`src/rtl/casc_alu_pkg.sv`:
```
package casc_alu_pkg;

    typedef enum logic [1:0] {
        CLS_MATH  = 2'd0,
        CLS_LOGIC = 2'd1,
        CLS_SHIFT = 2'd2,
        CLS_OTHER = 2'd3
    } op_cls_e;

    typedef struct packed {
        logic n;
        logic z;
        logic c;
        logic v;
    } flags_t;

    // add-with-carry and subtract-with-borrow take the stored carry
    function automatic logic carry_from_flag(input logic [2:0] bits);
        return (bits == 3'b101) || (bits == 3'b110);
    endfunction

    function automatic logic is_alu_class(input op_cls_e cls);
        return (cls == CLS_MATH) || (cls == CLS_LOGIC);
    endfunction

endpackage

```
`src/rtl/casc_src_select.sv`:
```
module casc_src_select #(
    parameter int W    = 32,
    parameter int IMMW = 4,
    parameter int SHORTW = 16
) (
    input  logic            use_imm,
    input  logic [IMMW-1:0] imm,
    input  logic [W-1:0]    reg_val,
    input  logic [W-1:0]    ext,
    output logic [W-1:0]    operand
);
    localparam logic [IMMW-1:0] CODE_LONG  = IMMW'((1 << IMMW) - 1);
    localparam logic [IMMW-1:0] CODE_SHORT = IMMW'((1 << IMMW) - 2);

    always_comb begin
        if (!use_imm)
            operand = reg_val;
        else if (imm == CODE_LONG)
            operand = ext;
        else if (imm == CODE_SHORT)
            operand = {{(W-SHORTW){1'b0}}, ext[SHORTW-1:0]};
        else
            operand = {{(W-IMMW){1'b0}}, imm};
    end
endmodule

```
`src/rtl/casc_math_unit.sv`:
```
module casc_math_unit
    import casc_alu_pkg::*;
#(
    parameter int W = 32
) (
    input  logic [2:0]   bits,
    input  logic         stored_c,
    input  logic [W-1:0] dst,
    input  logic [W-1:0] src,
    output logic [W-1:0] res,
    output flags_t       fl
);
    logic [W-1:0] opa, opb;
    logic         cin;
    logic [W:0]   sum;

    always_comb begin
        opa = bits[2] ? dst : '0;
        opb = bits[1] ? ~src : src;
        cin = carry_from_flag(bits) ? stored_c : bits[0];
        sum = {1'b0, opa} + {1'b0, opb} + {{W{1'b0}}, cin};
        res = sum[W-1:0];
        fl.n = sum[W-1];
        fl.z = (sum[W-1:0] == '0);
        fl.c = sum[W];
        fl.v = (opa[W-1] == opb[W-1]) && (sum[W-1] != opa[W-1]);
    end
endmodule

```
`src/rtl/casc_logic_unit.sv`:
```
module casc_logic_unit
    import casc_alu_pkg::*;
#(
    parameter int W = 32
) (
    input  logic [2:0]   bits,
    input  logic [W-1:0] dst,
    input  logic [W-1:0] src,
    output logic [W-1:0] res,
    output flags_t       fl
);
    logic [W-1:0] mod_mask, core;

    always_comb begin
        mod_mask = {W{bits[0]}};
        if (bits[2])
            core = src & (dst ^ mod_mask);
        else if (bits[0])
            core = src ^ dst;
        else
            core = src | dst;
        res  = bits[1] ? ~core : core;
        fl.n = res[W-1];
        fl.z = (res == '0);
        fl.c = 1'b0;
        fl.v = 1'b0;
    end
endmodule

```
`src/rtl/casc_alu.sv`:
```
module casc_alu
    import casc_alu_pkg::*;
#(
    parameter int W    = 32,
    parameter int IMMW = 4
) (
    input  logic            clk,
    input  logic            rst,
    input  logic            issue_valid,
    input  logic [1:0]      op_class,
    input  logic [2:0]      ctl,
    input  logic            cascade,
    input  logic [W-1:0]    dst_val,
    input  logic [W-1:0]    src_reg,
    input  logic            src_imm_sel,
    input  logic [IMMW-1:0] imm4,
    input  logic [W-1:0]    ext_word,
    input  logic            carry_flag,
    output logic            out_valid,
    output logic [W-1:0]    result,
    output logic            flag_n,
    output logic            flag_z,
    output logic            flag_c,
    output logic            flag_v,
    output logic            wr_en,
    output logic            err_double,
    output logic            fwd_valid,
    output logic [W-1:0]    fwd_data
);
    op_cls_e      cls;
    logic         alu_op;
    logic [W-1:0] src_op, dst_op;
    logic [W-1:0] math_res, logic_res, sel_res;
    flags_t       math_fl, logic_fl, sel_fl, flags_q;

    assign cls    = op_cls_e'(op_class);
    assign alu_op = is_alu_class(cls);
    assign dst_op = fwd_valid ? fwd_data : dst_val;

    casc_src_select #(.W(W), .IMMW(IMMW)) u_src (
        .use_imm (src_imm_sel),
        .imm     (imm4),
        .reg_val (src_reg),
        .ext     (ext_word),
        .operand (src_op)
    );

    casc_math_unit #(.W(W)) u_math (
        .bits     (ctl),
        .stored_c (carry_flag),
        .dst      (dst_op),
        .src      (src_op),
        .res      (math_res),
        .fl       (math_fl)
    );

    casc_logic_unit #(.W(W)) u_logic (
        .bits (ctl),
        .dst  (dst_op),
        .src  (src_op),
        .res  (logic_res),
        .fl   (logic_fl)
    );

    assign sel_res = (cls == CLS_LOGIC) ? logic_res : math_res;
    assign sel_fl  = (cls == CLS_LOGIC) ? logic_fl  : math_fl;

    always_ff @(posedge clk) begin
        if (rst) begin
            out_valid  <= 1'b0;
            result     <= '0;
            flags_q    <= '0;
            wr_en      <= 1'b0;
            err_double <= 1'b0;
            fwd_valid  <= 1'b0;
            fwd_data   <= '0;
        end else begin
            out_valid  <= issue_valid;
            err_double <= issue_valid && alu_op && cascade && fwd_valid;
            if (issue_valid) begin
                fwd_valid <= alu_op && cascade;
                if (alu_op) begin
                    result  <= sel_res;
                    flags_q <= sel_fl;
                    wr_en   <= !cascade;
                    if (cascade)
                        fwd_data <= sel_res;
                end else begin
                    result <= '0;
                    wr_en  <= 1'b0;
                end
            end else begin
                wr_en <= 1'b0;
            end
        end
    end

    assign flag_n = flags_q.n;
    assign flag_z = flags_q.z;
    assign flag_c = flags_q.c;
    assign flag_v = flags_q.v;


    wr_en_needs_valid_chk: assert property (@(posedge clk) disable iff (rst)
        wr_en |-> out_valid);


    cascade_no_write_chk: assert property (@(posedge clk) disable iff (rst)
        (issue_valid && cascade && !op_class[1]) |=> (!wr_en && fwd_valid));


    logic_clears_cv_chk: assert property (@(posedge clk) disable iff (rst)
        (issue_valid && op_class == 2'd1) |=> (!flag_c && !flag_v));


    flags_hold_chk: assert property (@(posedge clk) disable iff (rst)
        (issue_valid && op_class[1]) |=> ($stable({flag_n, flag_z, flag_c, flag_v}) && !fwd_valid));


    double_cascade_chk: assert property (@(posedge clk) disable iff (rst)
        err_double |-> ($past(fwd_valid) && fwd_valid));


    zero_flag_chk: assert property (@(posedge clk) disable iff (rst)
        (issue_valid && !op_class[1]) |=> (flag_z == (result == '0)));

endmodule

```
`config.mk`:
```
export PLATFORM = sky130hd
export DESIGN_NAME = casc_alu
export DESIGN_NICKNAME = d
export VERILOG_FILES = /design/src/rtl/casc_alu_pkg.sv /design/src/rtl/casc_src_select.sv /design/src/rtl/casc_math_unit.sv /design/src/rtl/casc_logic_unit.sv /design/src/rtl/casc_alu.sv
export SDC_FILE = /design/constraint.sdc
export NUM_CORES = 1
export LEC_CHECK = 0
export BUFFER_PORTS_ARGS = -buffer_cell sky130_fd_sc_hd__buf_2
export CAP_MARGIN = 20
export CORE_UTILIZATION = 35
export CTS_CLUSTER_SIZE = 8
export DETAILED_ROUTE_END_ITERATION = 16
export PLACE_DENSITY_LB_ADDON = 0.12
export SYNTH_ARGS = -nofsm -noshare
export SYNTH_HDL_FRONTEND = slang
export SYNTH_SLANG_ARGS = --single-unit
```
`constraint.sdc`:
```
create_clock -name clk -period 6.2 [get_ports clk]
set_input_delay 0.93 -clock clk [delete_from_list [all_inputs] [get_ports clk]]
set_output_delay 0.93 -clock clk [all_outputs]
set_load 0.02 [all_outputs]
```
==> metrics.cfg, run 1 <==
[routing]
firstDrtPassIters=5
drtIter0Drc=567
drc=0
wl_mm=30.50
wire_per_inst_um=19.28
postRouteAntennaNets=0
viasPerCell=5.460
vias=8637

[critical_path]
crit_chain=buf_2 -> and3_1 -> mux2i_1 -> nand2_1 -> o21ai_0 -> xnor2_1 -> fa_1 -> inv_1 -> fa_1 -> nand2b_1 -> a211o_1 -> a21bo_4 -> a211oi_4 -> a21boi_4 -> xnor2_1 -> or4_1 -> or4_1 -> o31ai_1
arrival_ns=5.22
cp_num_buf_inv=2
start_kind=primary input
crit_fanout=6
slowest_stage=or4_1
critical-path-top-delay-family=simple AND/OR/NAND/NOR gates
crit_type=primary input to flip-flop
cp_data_required_time_ns=6.45
critPathMaxStageDelay_ns=0.52
end_kind=flip-flop

[yosys]
synth_top_area_share_pct=17.34
synth_area_per_cell_sq_um=7.371
syn_area_sq_um=8314
ys_types=80
ys_warn_count=0
ys_async_sr_fraction_pct=0
ys_seq_area_share_pct=17.34
synthTopCellsByCount=nand2_1 (125), nor2_1 (102), a21oi_1 (79)
ys_top_cells_by_area=dfxtp_1 (17%), ha_1 (9.5%), xnor2_1 (7.6%), nand2_1 (5.6%), mux2i_1 (4.8%)
yosysTopAreaCell=dfxtp_1
synth-edff-count=0
synth_fp_nets=1304
synthCells=1128
synth_ff_type=dfxtp_1
ys_seq_elements=72
synth_most_common_cell=nand2_1

[clock_tree]
clkSlewWorstSetupHoldPaths_ns=0.06
postCtsSetupRepairBufs=0
cts_hold_buf=0
cts_inserted_buffers=9
cts-root-buf=clkbuf_16
cts_tree=yes
ctsLongestPathBuffers=2
cts_resized=0
htreeDepth=3
cts_sinks=72
clkLatencyLatePin_ns=0.34

[timing]
slew_violations=0
timing.fmax_ghz=0.2012
whs_ns=0.4531
finClkSkew_ns=0.01029
rsz0062_at_grt=false
post-route-period-util_pct=80.18
slew_headroom_pct=26.94
setup_ws_ns=1.229
hold_viol_final=0
min_period_ns=4.971
finalSetupViolCount=0
worst_slew_pin_slew_ns=1.089
tns_ns=0

[die]
dieWidth_um=156.1
pin_count=183
coreArea_sq_um=23400
fp.dieH_um=156.1
start_util_pct=35.53
dieArea_sq_um=24380
rows=56

[layout]
final_nets=1434
n_antenna_cell=0
final_area_sq_um=9756
fin_cells=1582
nFillCells=2543
layout-drive-gt1-share_pct=19.64
utilization_pct=41.69
area_growth_pct=17.34

[global_routing]
grt.total_usage_pct=25.14
grt_pass1_vias=8115
grt_first_pass_wirelength_mm=47.03
grt_max_degree=92
grt-ovfl-total=0
antenna_found_initial=1

[power_and_ir_drop]
power.leakage_nw=4.042
powerDensity_nw_per_um2=199.6
vdd_drop_max_mv=0.1304
power_mw=1.947

[place]
postPlaceCellArea_sq_um=9423
gp_congestion=0.8937
io_buffer_count=182
dp.cells=1564
place_ws_ns=0.8999
hpwl_mm=24.10

[worst_hold_path]
hp-class=flip-flop to flip-flop

[job]
drv_cap=0

[status]
outcome=complete, no violations

worst paths after layout:
| check | endpoint | depth (start not counted) | startpoint | slack [ns] |
|---|---|---|---|---|
| max | flag_z | 18 | imm4[1] | 1.23 |
| min | flag_n | 2 | flag_n | 0.45 |
| max reg2reg | flag_z | 13 | fwd_valid | 1.41 |
| min reg2reg | flag_n | 2 | flag_n | 0.45 |
tightest hold or removal path, delay by kind of cell (launching register included):
kind / cells / cell delay (ns)
compound gates: 1 / 0.05
simple gates: 1 / 0.05
flops: 1 / 0.30
registers in the layout, indices dropped and copies added (netlist names):
| signal | cells |
|---|---|
| fwd_data | 32 |
| result | 32 |
| err_double | 1 |
| flag_c | 1 |
| flag_n | 1 |
| flag_v | 1 |
| flag_z | 1 |
| fwd_valid | 1 |
| out_valid | 1 |
| wr_en | 1 |
power by group:
group	internal, mW	switching, mW
Combinational	0.350	0.575
Sequential	0.491	0.0201
Clock	0.312	0.199
Total	1.15	0.794
area by class of cell:
class	count	area, sq um	share of cell area [%]
flip-flops and latches	72	1443	14.79
multi-input cells	941	6406	65.67
well taps	319	399.1	4.091
clock buffers	11	232.7	2.386
repair buffers	201	1094	11.21
clock inverters	5	57.56	0.5900
inverters	33	123.9	1.270
placed cells by master (no fill, tap or decap), types with 10 or more instances in the layout:
cell / netlist / final
a22oi_1: 18 / 18
inv_1: 32 / 32
o22ai_1: 16 / 16
mux2i_1: 40 / 40
nor2_1: 102 / 101
a22o_1: 11 / 11
nor3_1: 15 / 15
dfxtp_1: 72 / 71
buf_4: 3 / 16
nand2_1: 125 / 125
nand4_1: 10 / 10
xnor2_1: 72 / 72
nand3_1: 26 / 26
nand2b_1: 27 / 27
a311oi_1: 14 / 14
ha_1: 63 / 63
o21ai_0: 36 / 36
a21oi_1: 79 / 79
xor2_1: 18 / 18
nor2b_1: 61 / 60
o211ai_1: 12 / 12
o221ai_1: 14 / 14
a31oi_1: 23 / 23
a21o_1: 10 / 10
o31a_1: 10 / 10
buf_2: 11 / 182
and2_1: 20 / 20
kinds of logic (layout without fill, tap and decap cells):
group	after synthesis	after routing	synth area share, %
adder cells (fa/ha/maj)	65	65	9.962
buffers and inverters	115	250	5.673
AO/OA/AOI/OAI	309	309	26.23
flip-flops	72	72	17.34
AND/OR/NAND/NOR	430	430	25.55
multiplexers	47	47	5.764
XOR/XNOR	90	90	9.481
per-layer routing:
metal / GRT usage, % / wire, um / vias to the layer above
li1: - / - / 4321
met1: 31.55 / 13610 / 4038
met2: 45.49 / 15080 / 243
met3: 2.278 / 1013 / 35
met4: 6.863 / 803 / 0
met5: 0 / 0 / -
Note: power is estimated with default switching activity, not from simulation.
==> inputs of run 2 (changes only) <==
==> constraint.sdc (replaced) <==
create_clock -name clk -period 4.78 [get_ports clk]
set_input_delay 0.717 -clock clk [delete_from_list [all_inputs] [get_ports clk]]
set_output_delay 0.717 -clock clk [all_outputs]
set_load 0.02 [all_outputs]
==> metrics.cfg, run 2 (synthesized netlist as in run 1, its figures left out) <==
[layout]
final_nets=1515  ; +5.6%
final_area_sq_um=10420  ; +6.8%
final_cell_mix=buf_2 (182), nand2_1 (125), nor2_1 (101)
utilization_pct=44.51  ; +2.8 points
area_growth_pct=25.28
nFillCells=2509  ; -1.3%
top_regs=fwd_data x32, result x32
layout-drive-gt1-share_pct=25.00  ; +5.4 points
n_antenna_cell=0  ; unchanged
layout_commonest_cell=buf_2

[clock_tree]
cts-root-buf=clkbuf_16
cts_resized=0  ; unchanged
cts_sinks=72  ; unchanged
cts_inserted_buffers=9  ; unchanged
clkSlewWorstSetupHoldPaths_ns=0.06  ; about the same
htreeDepth=3  ; unchanged
cts_hold_buf=0  ; unchanged
postCtsSetupRepairBufs=0  ; unchanged
ctsLongestPathBuffers=2  ; unchanged
cts_tree=yes
clkLatencyLatePin_ns=0.33  ; about the same

[timing]
min_period_ns=4.481
hold_viol_final=0  ; unchanged
worst_slew_pin_slew_ns=0.9439  ; -0.1446 ns
rsz0062_at_grt=false
post-route-period-util_pct=93.73
tns_ns=0  ; unchanged
slew_headroom_pct=37.04  ; +10 points
finalSetupViolCount=0  ; unchanged
finClkSkew_ns=0.006416  ; -0.003873 ns
whs_ns=0.4536  ; +0.0005680 ns
timing.fmax_ghz=0.2232
slew_violations=0  ; unchanged

[routing]
vias=8888  ; +2.9%
postRouteAntennaNets=0  ; unchanged
drc=0  ; unchanged
viasPerCell=5.345  ; -2.1%
firstDrtPassIters=7  ; +2
drtIter0Drc=525  ; -7.4%
wire_per_inst_um=18.31  ; -5.0%
wl_mm=30.45  ; -0.18%

[die]
coreArea_sq_um=23400  ; unchanged
start_util_pct=35.53  ; unchanged
fp.dieH_um=156.1  ; unchanged
dieWidth_um=156.1  ; unchanged
pin_count=183  ; unchanged
dieArea_sq_um=24380  ; unchanged
rows=56  ; unchanged

[critical_path]
crit_type=primary input to flip-flop
arrival_ns=4.73  ; -0.49 ns
start_kind=primary input
cp_data_required_time_ns=5.03  ; -1.42 ns
end_kind=flip-flop
crit_fanout=5  ; -1

[job]
drv_cap=0  ; unchanged

[global_routing]
grt_pass1_vias=8249  ; +1.7%
grt.met1_usage_pct=29.73  ; -1.8 points
met3_usage_pct=2.861  ; +0.58 points
grt_first_pass_wirelength_mm=45.87  ; -2.5%
grt.busiest_layer=met2
grt_max_degree=74  ; -20%
antenna_found_initial=0  ; -1
grt-ovfl-total=0  ; unchanged
grt_util_met2_pct=43.77  ; -1.7 points
grt.total_usage_pct=24.60  ; -0.55 points

[status]
outcome=complete, no violations

[power_and_ir_drop]
power_mw=2.749  ; +41%
power.leakage_nw=4.460  ; +10%
powerDensity_nw_per_um2=263.9  ; +32%
vdd_drop_max_mv=0.1480  ; +13%

[place]
io_buffer_count=182  ; unchanged
hpwl_mm=24.86  ; +3.2%
gp_congestion=0.9177  ; +2.7%
postPlaceCellArea_sq_um=10070  ; +6.9%

[worst_hold_path]
hp-class=flip-flop to flip-flop

-- run 2: layout make-up --
cell class / instances / area [sq um] / area share [%]
multi-input combinational: 941 / 6430 / 61.73
inverter: 33 / 123.9 / 1.189
tap: 319 / 399.1 / 3.832
timing repair buffer: 282 / 1674 / 16.07
clock inverter: 5 / 103.9 / 0.9970
clock buffer: 11 / 242.7 / 2.330
sequential: 72 / 1443 / 13.85
-- run 2: where the power goes --
group / leakage (nW) / switching (mW) / internal, mW
registers: 0.587 / 0.0261 / 0.637
logic: 3.70 / 0.767 / 0.540
clock network: 0.170 / 0.254 / 0.524
total: 4.46 / 1.05 / 1.70
-- run 2: metrics by stage --
| step | instances | setup WS (ns) |
|---|---|---|
| floorplan | 1128 | 0.004050 |
| global placement | 1647 | 0.01736 |
| detailed placement | 1647 | -0.03972 |
| CTS | 1663 | 0.2948 |
| global route | 1663 | 0.01610 |
| finish | 1663 | 0.2995 |
-- run 2: layer usage --
| metal | wire length, um | vias up |
|---|---|---|
| met4 | 1254 | 0 |
| li1 | - | 4483 |
| met2 | 14870 | 229 |
| met1 | 13190 | 4132 |
| met3 | 1139 | 44 |
| met5 | 0 | - |
-- run 2: path summary, 6_finish.rpt --
check	from	to	slack, ns	cells past startpoint
worst max-delay path	imm4[1]	flag_z	0.30	18
worst min-delay path	flag_n	flag_n	0.45	2
worst max register to register	fwd_valid	flag_z	0.49	14
worst min register to register	flag_n	flag_n	0.45	2
-- run 2: critical path, stage by stage --
cell	delay (ns)
buf_2	0.08
and3_1	0.20
mux2i_1	0.19
nand2_1	0.09
o21ai_2	0.09
xnor2_1	0.17
fa_2	0.26
inv_2	0.04
fa_2	0.36
nand2b_4	0.15
a211o_1	0.36
a21bo_4	0.26
a211oi_4	0.35
a21boi_4	0.11
xnor2_2	0.16
or4_1	0.50
or4_1	0.41
o31ai_1	0.23
